$ cat config.mk
export PLATFORM = sky130hd
export DESIGN_NAME = raster_timing_gen
export DESIGN_NICKNAME = d
export VERILOG_FILES = /design/src/rtl/raster_pkg.sv /design/src/rtl/wrap_counter.sv /design/src/rtl/span_decode.sv /design/src/rtl/raster_timing_gen.sv
export SDC_FILE = /design/constraint.sdc
export NUM_CORES = 1
export LEC_CHECK = 0
export ABC_CLOCK_PERIOD_IN_PS = 4260
export CAP_MARGIN = 20
export CORE_UTILIZATION = 40
export CTS_BUF_LIST = sky130_fd_sc_hd__clkbuf_16
export CTS_CLUSTER_DIAMETER = 200
export DETAILED_ROUTE_END_ITERATION = 8
export HOLD_SLACK_MARGIN = 0.15
export SYNTH_ARGS = -nofsm -noshare
export SYNTH_HDL_FRONTEND = slang
export SYNTH_SLANG_ARGS = --single-unit
export TNS_END_PERCENT = 1
$ cat constraint.sdc
create_clock -name clk -period 4.26 [get_ports clk]
set_input_delay 0.852 -clock clk [delete_from_list [all_inputs] [get_ports clk]]
set_output_delay 0.852 -clock clk [all_outputs]
set_load 0.01 [all_outputs]
$ cat src/rtl/raster_pkg.sv
// Shared helpers for the raster timing generator.
// Assumes: counts are unsigned; a range of 1 or 2 still needs one bit.
package raster_pkg;

    // Flag bundle registered alongside the scan position.
    typedef struct packed {
        logic hs;
        logic vs;
        logic ha;
        logic va;
    } scan_flags_t;

    // Bits needed to hold values 0 .. n-1 (at least one bit).
    function automatic int cnt_w(input int n);
        return (n <= 2) ? 1 : $clog2(n);
    endfunction

endpackage

$ cat src/rtl/wrap_counter.sv
// Modulo counter: steps 0..LAST then back to 0; a clear takes priority.
// Assumes: LAST fits in W bits; step and clr are single-cycle qualifiers.
module wrap_counter #(
    parameter int W    = 4,
    parameter int LAST = 9
) (
    input  logic         clk,
    input  logic         rst_n,
    input  logic         step,
    input  logic         clr,
    output logic [W-1:0] count
);

    localparam logic [W-1:0] LAST_V = W'(LAST);

    // Advance, wrap or clear the count.
    always_ff @(posedge clk) begin
        if (!rst_n) begin
            count <= '0;
        end else if (clr) begin
            count <= '0;
        end else if (step) begin
            count <= (count == LAST_V) ? '0 : count + 1'b1;
        end
    end

endmodule

$ cat src/rtl/span_decode.sv
// Flags a count lying in the half-open band [LO, HI).
// Assumes: HI > LO and HI <= 2**W; a zero lower bound drops that compare.
module span_decode #(
    parameter int W  = 10,
    parameter int LO = 0,
    parameter int HI = 1
) (
    input  logic [W-1:0] cnt,
    output logic         hit
);

    localparam logic [W:0] HI_V = (W+1)'(HI);

    generate
        if (LO == 0) begin : g_below
            // Band starts at zero: only the upper bound matters.
            assign hit = ({1'b0, cnt} < HI_V);
        end else begin : g_band
            localparam logic [W:0] LO_V = (W+1)'(LO);
            // Band has both bounds.
            assign hit = ({1'b0, cnt} >= LO_V) && ({1'b0, cnt} < HI_V);
        end
    endgenerate

endmodule

$ cat src/rtl/raster_timing_gen.sv
// Raster timing generator: pixel/line counters, sync bands, window flags
// and a glyph row index stepped every LINES_PER_ROW lines.
// Assumes: pix_en marks one scan slot; V_ACT is a multiple of LINES_PER_ROW;
// all sync bands lie inside their totals. Outputs lag the counters by one
// enabled tick so every output describes the same slot.
module raster_timing_gen #(
    parameter int H_TOTAL       = 800,
    parameter int H_ACT         = 512,
    parameter int HS_START      = 592,
    parameter int HS_WIDTH      = 96,
    parameter int V_TOTAL       = 525,
    parameter int V_ACT         = 384,
    parameter int VS_START      = 443,
    parameter int VS_WIDTH      = 3,
    parameter int LINES_PER_ROW = 3
) (
    input  logic                                                 clk,
    input  logic                                                 rst_n,
    input  logic                                                 pix_en,
    output logic [raster_pkg::cnt_w(H_TOTAL)-1:0]                px_x,
    output logic [raster_pkg::cnt_w(V_TOTAL)-1:0]                line_y,
    output logic                                                 hsync,
    output logic                                                 vsync,
    output logic                                                 h_act,
    output logic                                                 v_act,
    output logic [raster_pkg::cnt_w(V_ACT / LINES_PER_ROW)-1:0]  glyph_row
);

    import raster_pkg::*;

    localparam int ROWS = V_ACT / LINES_PER_ROW;
    localparam int XW   = cnt_w(H_TOTAL);
    localparam int YW   = cnt_w(V_TOTAL);
    localparam int SW   = cnt_w(LINES_PER_ROW);
    localparam int RW   = cnt_w(ROWS);

    localparam logic [XW-1:0] X_LAST = XW'(H_TOTAL - 1);
    localparam logic [YW-1:0] Y_LAST = YW'(V_TOTAL - 1);
    localparam logic [SW-1:0] S_LAST = SW'(LINES_PER_ROW - 1);

    logic [XW-1:0] h_cnt;
    logic [YW-1:0] v_cnt;
    logic [SW-1:0] sub_cnt;
    logic [RW-1:0] row_cnt;
    logic          line_adv;
    logic          frame_adv;
    logic          row_adv;
    scan_flags_t   flags_d;
    scan_flags_t   flags_q;

    assign line_adv  = pix_en && (h_cnt == X_LAST);
    assign frame_adv = line_adv && (v_cnt == Y_LAST);
    assign row_adv   = line_adv && (sub_cnt == S_LAST);

    wrap_counter #(.W(XW), .LAST(H_TOTAL - 1)) u_hcnt (
        .clk(clk), .rst_n(rst_n), .step(pix_en), .clr(1'b0), .count(h_cnt)
    );

    wrap_counter #(.W(YW), .LAST(V_TOTAL - 1)) u_vcnt (
        .clk(clk), .rst_n(rst_n), .step(line_adv), .clr(1'b0), .count(v_cnt)
    );

    wrap_counter #(.W(SW), .LAST(LINES_PER_ROW - 1)) u_subcnt (
        .clk(clk), .rst_n(rst_n), .step(line_adv), .clr(frame_adv), .count(sub_cnt)
    );

    wrap_counter #(.W(RW), .LAST(ROWS - 1)) u_rowcnt (
        .clk(clk), .rst_n(rst_n), .step(row_adv), .clr(frame_adv), .count(row_cnt)
    );

    span_decode #(.W(XW), .LO(0), .HI(H_ACT)) u_hact (
        .cnt(h_cnt), .hit(flags_d.ha)
    );

    span_decode #(.W(YW), .LO(0), .HI(V_ACT)) u_vact (
        .cnt(v_cnt), .hit(flags_d.va)
    );

    span_decode #(.W(XW), .LO(HS_START), .HI(HS_START + HS_WIDTH)) u_hsync (
        .cnt(h_cnt), .hit(flags_d.hs)
    );

    span_decode #(.W(YW), .LO(VS_START), .HI(VS_START + VS_WIDTH)) u_vsync (
        .cnt(v_cnt), .hit(flags_d.vs)
    );

    // Capture position, row and flags of the current slot together.
    always_ff @(posedge clk) begin
        if (!rst_n) begin
            px_x      <= '0;
            line_y    <= '0;
            glyph_row <= '0;
            flags_q   <= '0;
        end else if (pix_en) begin
            px_x      <= h_cnt;
            line_y    <= v_cnt;
            glyph_row <= row_cnt;
            flags_q   <= flags_d;
        end
    end

    assign hsync = flags_q.hs;
    assign vsync = flags_q.vs;
    assign h_act = flags_q.ha;
    assign v_act = flags_q.va;

endmodule

* After elaboration in Yosys (flattened, before gate mapping)
Index checks and enable logic that the tools add are counted. W data, S select, Z words.
Storage, ports and cells: input port bits 3, output and inout port bits 31, word-level logic and storage cells 36, register bits 60
Cells by class: reduce and logical (&&, ||, !) cells 6, multiplexer cells 4, magnitude comparators 6, $add $sub $neg 4, bitwise gates (word level) 1, equality and inequality tests 4
Operators with widths (count):
- $add A10 B1 Y10 const B | 2
- $eq A10 B10 Y1 const B | 2
- $lt A10 B10 Y1 const B | 2
- $lt A10 B9 Y1 const B | 2
- $mux W10 | 2
- $ge A10 B10 Y1 const B | 1
- $ge A10 B9 Y1 const B | 1
- $add A7 B1 Y7 const B | 1
- $eq A7 B7 Y1 const B | 1
- $mux W7 | 1
- $logic_and A1 B1 Y1 | 5
- $add A2 B1 Y2 const B | 1
- $eq A2 B2 Y1 const B | 1
- $mux W2 | 1
- $reduce_or A2 Y1 | 1
- $not A1 Y1 | 1

* Depth between registers and ports, before layout
Gate-level depths: netlist of the first run.
word-level depth 4, depth in mapped cells 8, mapped depth without buffers 6

* Hierarchy
Synthesis of the first run repeated with hierarchy kept, for this count alone.
Unflattened totals: cell total of the unflattened synthesis 271, area total of the unflattened synthesis 2710.1 µm²
Modules (own cells, without submodules):
- raster_timing_gen | cells an instance 111, seq. area each 620.6 µm², area an instance 1241.2 µm², instances 1
- wrap_counter at u_hcnt | cells an instance 54, seq. area each 200.2 µm², area an instance 495.5 µm², instances 1
- wrap_counter at u_vcnt | cells an instance 54, seq. area each 200.2 µm², area an instance 494.2 µm², instances 1
- wrap_counter at u_rowcnt | cells an instance 32, seq. area each 140.1 µm², area an instance 301.5 µm², instances 1
- wrap_counter at u_subcnt | cells an instance 9, seq. area each 40.0 µm², area an instance 88.8 µm², instances 1
- span_decode at u_vsync | cells an instance 5, seq. area each 0.0 µm², area an instance 41.3 µm², instances 1
- span_decode at u_hsync | cells an instance 4, seq. area each 0.0 µm², area an instance 35.0 µm², instances 1
- span_decode at u_vact | cells an instance 1, seq. area each 0.0 µm², area an instance 8.8 µm², instances 1
- span_decode at u_hact | cells an instance 1, seq. area each 0.0 µm², area an instance 3.8 µm², instances 1

* Worst setup path before layout of the first run
OpenSTA, ideal clock, no wires.
path kind input to register, from in pix_en, to reg u_rowcnt.count[1], data arrival time 2.262 ns, cell stages on the path 7, path buffers 3, required time 4.143 ns, library setup time 0.117 ns, slack 1.881 ns, cells stage by stage clkbuf_1 -> nand2_1 -> or3_1 -> clkbuf_1 -> o21ai_2 -> buf_2 -> nor2_1
Between the ends: word-level cells in the longest chain between the ends 3, elaborated cells between the ends (all ways) 4, those cells by class reduce/logical: 4
Ends and longest elaborated chain:
- from (decl) | line raster_timing_gen.sv:19 | input logic pix_en,
- $logic_and A1 B1 Y1 (*) | line raster_timing_gen.sv:51 | assign line_adv = pix_en && (h_cnt == X_LAST);
- $logic_and A1 B1 Y1 | line raster_timing_gen.sv:52 | assign frame_adv = line_adv && (v_cnt == Y_LAST);
- $reduce_or A2 Y1 (no source line)
- to (signal assigned) | line wrap_counter.sv:23 | count <= (count == LAST_V) ? '0 : count + 1'b1;
- to (decl) | line wrap_counter.sv:11 | output logic [W-1:0] count
Every way passes the cells marked *; elsewhere a longest branch is shown, timed or not. A chain may end at the register's enable or synchronous reset.

* Worst setup path after layout of the first run
from reg u_hcnt.count[4], to reg u_vcnt.count[2]
Between the ends: word-level cells in the longest chain between the ends 2
Ends and longest elaborated chain (line):
- from (decl) | wrap_counter.sv:11
- from (signal assigned) | wrap_counter.sv:23
- $eq A10 B10 Y1 | raster_timing_gen.sv:51
- $logic_and A1 B1 Y1 | raster_timing_gen.sv:51
- to (signal assigned) | wrap_counter.sv:23
- to (decl) | wrap_counter.sv:11
No other way between the ends.

==> results.md, run 1 <==
- Total grt overflow: 0
- Startpoint Class: register
- Antenna fix cells: 0
- IO Port Bufs: 33
- Fin area: 3250 um2
- Fmax: 0.396 GHz
- Initial antenna violation count: 0
- All-Layer GR Usage: 15.9%
- CP Capture Type: register
- Finished Core Util: 51.2%
- Slew Viols, Final: 0
- Area leader, netlist: dfxtp_1
- Wire length on met3: 144 um
- EDFF count, synth: 0
- Post-CTS Setup Inserts: 0
- Post-Syn Area: 2630 um2
- Final wirelength: 5010 um
- Total number of vias: 2024
- Count leader, synth: dfxtp_1
- Status: finished clean
- Die ar.: 6890 um2
- Nets: 323
- P per Cell Area: 374 nW/um2
- DRT iter0 DRCs: 117
- Post-route ant nets: 0
- Final HPWL DP: 3240 um
- Worst path required time: 4430 ps
- Fin cells: 396
- Critical path class: register to register
- Top layer in use: met4
- Area contributors post-synth: dfxtp_1 (46%), mux2i_1 (11%), nor2b_1 (6.7%), xnor2_1 (3.3%), or3_1 (2.6%)
- TNS Setup: 0 ps
- RSZ-0062 raised after global routing: false
- Post-synthesis mux area share: 11.1%
- Post-synthesis compound-gate area fraction: 8.10%
- Core area: 6350 um2
- Post-CTS Resized: 0
- Max-Cap Viols: 0
- Slew of the pin with the lowest slew margin: 781 ps
- R2R depth: 4
- VDD IR max: 212 uV
- Layout cell share with drive strength beyond 1: 4.39%
- Clk sink count: 60
- Post-synthesis register bit count: 60
- DR DRC count: 0
- Hold buffer count at cts: 0
- Async SR Flop Fraction: 0%
- Synth cell count leaders: dfxtp_1 (60), mux2i_1 (29), nor2b_1 (28), nor2_1 (17), inv_1 (14)
- Die height: 83.0 um
- I/O pin cnt: 34
- Vias per Instance: 5.11
- Final worst-path cycle share: 59.2%
- Clk root buf: clkbuf_16
- Min cycle time layout: 2520 ps
- Post-synthesis adder-cell area fraction: 2.38%
- Vias in the first global route: 1884
- Fillers: 598
- Post-Synth XOR/XNOR Area: 4.00%
- Number of buffers created by CTS: 9
- # rows: 29
- First-pass DRT Iterations: 4
- H-Tree Depth: 3
- Largest family of logic cells by synthesized area: simple AND/OR/NAND/NOR gates
- Metal2 WL: 2170 um
- Syn nets: 292
- First-pass GRT wire length: 8770 um
- Post-synthesis sequential area ratio: 45.7%
- Warnings, synthesis: 0
- Wire per inst: 12.6 um
- Final Hold Fails: 0
- Die width: 83.0 um
- Ys flop type: dfxtp_1
- Final setup viols: 0
- Later-pin clock latency in the skew report: 320 ps
- Yosys cell types: 35
- GPL Wtd Cong: 0.789
- Worst clock skew: 5.30 ps
- WHS Path Cells: 2
- Leakage power: 1.12 nW
- Clk buf depth: 2
- CP max FO: 18
- Wire length on met1: 2560 um
- Synth Area in Simple Gates: 24.4%
- Area grow syn2layout: 23.8%
- Largest net degree at the start of global routing: 42
- Placed insts: 381
- Starting density of the core: 41.4%
- Hold WC Path Type: register to register
- CTS tree: built
- Yosys top cell area share: 45.7%
- Crit path arrival time: 2700 ps
- Avg Inst Size Synth: 9.25 um2
- Reg clk slew, reported paths: 50 ps
- Relative slew slack: 47.9%
- Gate Count Post-Synth: 284
- Placed inst area: 3000 um2
==> worst max-delay path, cell delays in order, from the launching register on <==
cell,delay (ps)
dfxtp_1,460
or4b_1,660
or3_1,470
o21ai_2,670
nor2_1,110
==> registers in the layout, indices dropped and copies added (netlist names) <==
register,count
vsync,1
hsync,1
v_act,1
u_hcnt.count,10
glyph_row,7
u_vcnt.count,10
u_rowcnt.count,7
line_y,10
u_subcnt.count,2
px_x,10
h_act,1
==> kinds of logic after synthesis <==
group	after synthesis
AO/OA/AOI/OAI	35
XOR/XNOR	12
adder cells (fa/ha/maj)	5
buffers and inverters	29
flip-flops	60
multiplexers	29
AND/OR/NAND/NOR	114
==> metrics by stage <==
stage | hold WS (ps) | setup WS [ps] | power (W)
floorplan | 453 | 1880 | 0.000610
global placement | 469 | 1530 | 0.000621
detailed placement | 472 | 1500 | 0.000621
CTS | 478 | 1770 | 0.00123
global route | 507 | 1590 | 0.00127
finish | 477 | 1740 | 0.00122
==> path summary, 6_finish.rpt <==
kind | start | end | slack, ps
hold reg to reg | u_subcnt.count[1] | u_subcnt.count[1] | 480
setup reg to reg | u_hcnt.count[4] | u_vcnt.count[2] | 1740
hold / removal | u_subcnt.count[1] | u_subcnt.count[1] | 480
setup / recovery | u_hcnt.count[4] | u_vcnt.count[2] | 1740
==> metal layers <==
metal / global-route usage [%] / vias to the layer above
met5: 0 / -
met4: 9.40 / 0
met3: 3.68 / 13
met2: 24.3 / 32
met1: 20.4 / 927
li1: - / 1052
==> layout make-up <==
class                           instances  area [um2]  area share (%)
Multi-Input combinational cell        195        1310            40.3
Sequential cell                        60        1200            37.0
Timing Repair Buffer                   35         340            10.5
Clock buffer                            9         225            6.93
Tap cell                               77        96.3            2.96
Inverter                               14        52.6            1.62
Clock inverter                          6        23.8           0.731
==> layout by cell type, fill, tap and decap left out, types with 4 or more instances in the layout <==
cell	n
nand3b_1	4
inv_1	15
nand3_1	12
dfxtp_1	60
mux2i_1	29
ha_1	5
a21boi_0	4
nand2_1	13
nand2b_1	4
or3_1	11
clkinv_1	4
nor4_1	5
clkdlybuf4s50_1	32
a211oi_1	4
nor2b_1	28
clkbuf_16	9
or4_1	4
xnor2_1	10
a21oi_1	13
o21ai_0	7
nor2_1	17
nand4_1	6
==> where the power goes <==
part	internal (W)	leakage (nW)	switching [W]
sequential	0.000566	0.484	0.00000266
clock	0.000377	0.126	0.000229
combinational	0.0000186	0.514	0.0000219
Note: power is estimated with default switching activity, not from simulation.
==> run 2: changes to the inputs <==
- ABC_CLOCK_PERIOD_IN_PS: 4260 -> 2100
- clock period: 4.26 -> 2.1 ns (I/O delays scaled with it)
==> run 2 against run 1 <==
  * Global-route usage grew 0.35 points
  * Sequential power grew 100%
  * Worst setup slack lost 1700 ps
  * Power rose by 100%
  * Critical endpoint is now u_vcnt.count[9]
  * Wire length increased by 4.9%
  * Register-to-register slack got worse by 1700 ps
  * Largest cell class unchanged
==> results.md, run 2 (synthesized netlist as in run 1, its figures left out) <==
- Worst clock skew: 5.41 ps
- IO Port Bufs: 33
- Sw frac: 20.6%
- Total grt overflow: 0
- Clk sink count: 60
- Most frequent cells in the layout: dfxtp_1 (58), clkdlybuf4s50_1 (32), mux2i_1 (29)
- Final setup viols: 0
- Clk buf depth: 2
- DR DRC count: 0
- Largest net degree at the start of global routing: 38
- Sequential Power Share: 46.7%
- Startpoint Class: register
- Total number of vias: 2103
- Register area: 1200 um2
- Die ar.: 6890 um2
- Reg clk slew, reported paths: 50 ps
- Worst path required time: 2350 ps
- Commonest non-fill, non-tap cell in the layout: dfxtp_1
- I/O pin cnt: 34
- Initial antenna violation count: 0
- Vias per Instance: 5.12
- Placed insts: 395
- Power share of the clock group: 49.6%
- First-pass DRT Iterations: 4
- Net Sw Power: 0.000509 W
- Final HPWL DP: 3540 um
- All-Layer GR Usage: 16.2%
- RR Startpoint: u_hcnt.count[5]
- Wire per inst: 12.8 um
- Max-Cap Viols: 0
- Placed inst area: 3120 um2
- Fin cells: 411
- Leakage power: 1.21 nW
- CP top delay family: simple AND/OR/NAND/NOR gates
- Die height: 83.0 um
- Worst-path cell chain: or4b_4 > or3_4 > or4_1 > a21oi_1
- Internal power: 0.00196 W
- CP max FO: 10
- Critical path buffer and inverter count: 0
- Final Hold Fails: 0
- Relative slew slack: 63.3%
- Comb pwr share: 3.7%
- VDD IR max: 525 uV
- TNS Setup: 0 ps
- Die width: 83.0 um
- CTS tree: built
- Final wirelength: 5250 um
- Crit path arrival time: 2290 ps
- CP Capture Type: register
- Worst setup path start: u_hcnt.count[5]
- Multi-input logic area: 1320 um2
- DRT iter0 DRCs: 83
- Fmax: 0.491 GHz
- Clk root buf: clkbuf_16
- Number of buffers created by CTS: 9
- Vias in the first global route: 1890
- Hold Crit Start: px_x[9]
- Nets: 338
- Antenna fix cells: 0
- Later-pin clock latency in the skew report: 320 ps
- H-Tree Depth: 3
- Status: finished clean
- CP peak stage delay: 600 ps
- Hold WC Path Type: register to register
- Core area: 6350 um2
- Starting density of the core: 41.4%
- Post-route ant nets: 0
- Area grow syn2layout: 28.7%
- Slew of the pin with the lowest slew margin: 550 ps
- Slew Viols, Final: 0
- GPL Wtd Cong: 0.803
- # rows: 29
- Fin area: 3380 um2
- Critical path class: register to register
- First-pass GRT wire length: 8830 um
- Slowest CP cell: or4b_4
- Fillers: 579
- P per Cell Area: 730 nW/um2
- Min cycle time layout: 2040 ps
- Final worst-path cycle share: 97.1%
- Layout cell share with drive strength beyond 1: 10.5%
run 2: worst register-to-register path: stages (launching register included):
cell and delay (ps):
dfxtp_2 310, or4b_4 600, or3_4 430, or4_1 480, a21oi_1 150
run 2: cell type report:
class	count	share of cell area, %
clock buffer	9	6.66
clock inverter	6	0.740
inverter	14	1.55
multi-input combinational	195	39.2
sequential	60	35.6
tap	77	2.85
timing repair buffer	50	13.4
run 2: worst paths after layout:
check | cells after the start | slack [ps] | endpoint
setup / recovery | 4 | 60 | u_vcnt.count[9]
setup reg to reg | 4 | 60 | u_vcnt.count[9]
hold / removal | 2 | 480 | px_x[9]
hold reg to reg | 2 | 480 | px_x[9]
run 2: per-stage QoR:
step                      hold slack, ps  util, %  worst slack (ps)  power (W)
final                                480     53.2              61.8    0.00247
after global routing                 490     53.2             -33.0    0.00256
after CTS                            477     53.0              2.20    0.00250
after detailed placement             477     49.1              8.05    0.00127
after global placement               472     49.1              78.5    0.00127
after floorplan                      453        -            -0.886    0.00124
run 2: metal layers:
layer  vias up  part of all wire [%]  GRT usage, %  wire length [um]
met3        10                   3.8          5.47               201
met4         0                   1.5          7.99                79
met1       973                    49          19.8              2550
li1       1079                     -             -                 -
met2        41                    46          25.6              2420
met5         -                     0             0                 0
run 2: power groups by stage:
stage	Combinational, W	Sequential, W	Clock, W
CTS	0.0000926	0.00115	0.00126
floorplan	0.0000594	0.00118	0
global route	0.0000992	0.00115	0.00131
finish	0.0000909	0.00115	0.00122
detailed placement	0.0000923	0.00117	0
global placement	0.0000916	0.00117	0
run 2: timing repair:
item | in CTS | in global routing
resized for setup | 0 | 1
gates cloned | 0 | 0
pin swaps | 1 | 3
endpoints found under the setup margin | 1 | 11
buffers inserted | 0 | 1
hold buffers | 0 | 0
==> run 3: changes to the inputs <==
- ABC_CLOCK_PERIOD_IN_PS: 2100 -> 2600
- clock period: 2.1 -> 2.6 ns (I/O delays scaled with it)
==> run 3 against run 2 <==
  * Clock power shrank 8%
  * Register-to-register slack gained 240 ps
  * Worst hold slack lost 6.6 ps
  * Maximum frequency shrank 11%
  * Final cell count shrank 2.2%
  * Core utilization shrank 0.91 points
  * Power shrank 14%
  * First-iteration DRC count grew 84%
  * Clock skew shrank 0.64 ps
==> results.md, run 3 (synthesized netlist as in run 1, its figures left out) <==
- Startpoint Class: register
- IO Port Bufs: 33
- CP peak stage delay: 760 ps
- Comb pwr share: 3.3%
- Total power: 0.00212 W
- Final worst-path cycle share: 88.3%
- Number of buffers created by CTS: 9
- GPL Wtd Cong: 0.794
- Post-route ant nets: 0
- Total number of vias: 2033
- Layout cell share with drive strength beyond 1: 7.08%
- Commonest non-fill, non-tap cell in the layout: dfxtp_1
- Starting density of the core: 41.4%
- Final wirelength: 5070 um
- Worst clock skew: 4.77 ps
- Post-CTS Resized: 0
- Slew of the pin with the lowest slew margin: 544 ps
- P per Cell Area: 638 nW/um2
- Net Sw Power: 0.000433 W
- Critical path buffer and inverter count: 0
- Die ar.: 6890 um2
- CP Capture Type: register
- Clk root buf: clkbuf_16
- Power share of the clock group: 52.7%
- Worst R2R Setup Slack: 300 ps
- Vias per Instance: 5.06
- Final Hold Fails: 0
- Most frequent cells in the layout: dfxtp_1 (60), clkdlybuf4s50_1 (32), mux2i_1 (29)
- Antenna fix cells: 0
- Die width: 83.0 um
- Hold Worst Slack: 473 ps
- Final HPWL DP: 3460 um
- Wire per inst: 12.6 um
- Area grow syn2layout: 26.5%
- Sw frac: 20.4%
- CTS tree: built
- Core area: 6350 um2
- Slowest CP cell: or4_1
- Critical path class: register to register
- VDD IR max: 420 uV
- # rows: 29
- DRT iter0 DRCs: 153
- Max-Cap Viols: 0
- Hold buffer count at cts: 0
- Post-CTS Setup Inserts: 0
- Min cycle time layout: 2300 ps
- Worst path required time: 2850 ps
- Nets: 328
- Clk buf depth: 2
- Initial antenna violation count: 0
- I/O pin cnt: 34
- Sequential Power Share: 43.9%
- Leakage power: 1.17 nW
- CP max FO: 10
- Final setup viols: 0
- Clk sink count: 60
- First-pass GRT wire length: 9110 um
- Die height: 83.0 um
- CP top delay family: simple AND/OR/NAND/NOR gates
- Largest net degree at the start of global routing: 38
- DR DRC count: 0
- H-Tree Depth: 3
- Worst-path cell chain: ha_1 > nand4_1 > or4_1 > or3_1 > a21oi_1
- Status: finished clean
- Vias in the first global route: 1963
- First-pass DRT Iterations: 5
- Slew Viols, Final: 0
- All-Layer GR Usage: 16.5%
- Fmax: 0.436 GHz
- RSZ-0062 raised after global routing: false
- Internal power: 0.00169 W
- Hold WC Path Type: register to register
- TNS Setup: 0 ps
- Total grt overflow: 0
- Crit path arrival time: 2550 ps
- Relative slew slack: 63.8%
- Reg clk slew, reported paths: 50 ps
- Later-pin clock latency in the skew report: 320 ps
-- run 3: stage by stage --
| step | instances | utilization (%) | instance area [um2] | setup WS (ps) |
|---|---|---|---|---|
| after floorplan | 284 | - | 2630 | 454 |
| after global placement | 386 | 47.9 | 3040 | 404 |
| after detailed placement | 386 | 47.9 | 3040 | 336 |
| after CTS | 402 | 52.3 | 3320 | 323 |
| after global routing | 402 | 52.3 | 3320 | 130 |
| final | 402 | 52.3 | 3320 | 305 |
-- run 3: worst paths after layout --
kind	depth (start not counted)	endpoint	start
worst min register to register	2	u_subcnt.count[1]	u_subcnt.count[1]
worst max-delay path	5	u_rowcnt.count[4]	u_hcnt.count[0]
worst min-delay path	2	u_subcnt.count[1]	u_subcnt.count[1]
worst max register to register	5	u_rowcnt.count[4]	u_hcnt.count[0]
-- run 3: final cells by class --
| cell class | instances | area (um2) |
|---|---|---|
| multi-input cells | 195 | 1310 |
| flip-flops and latches | 60 | 1200 |
| inverters | 14 | 52.6 |
| fillers | 571 | 3030 |
| clock buffers | 9 | 225 |
| clock inverters | 7 | 57.6 |
| well taps | 77 | 96.3 |
| repair buffers | 40 | 378 |
-- run 3: worst reg2reg max path: stages, from the launching register on --
cell     delay (ps)
dfxtp_1         390
ha_1            220
nand4_1         330
or4_1           760
or3_1           390
a21oi_1         140
-- run 3: per-layer routing --
metal | share of wire, % | track usage, % | vias to the layer above
li1 | - | - | 1056
met1 | 51 | 22.6 | 944
met2 | 44 | 23.8 | 26
met3 | 3.1 | 4.77 | 7
met4 | 1.8 | 7.99 | 0
met5 | 0 | 0 | -
-- run 3: power by group through the flow --
stage	logic, W	registers, W	clock network, W
6_report	0.0000706	0.000931	0.00112
5_1_grt	0.0000775	0.000931	0.00119
4_1_cts	0.0000721	0.000931	0.00115
3_5_place_dp	0.0000723	0.000950	0
3_3_place_gp	0.0000715	0.000950	0
2_1_floorplan	0.0000480	0.000951	0
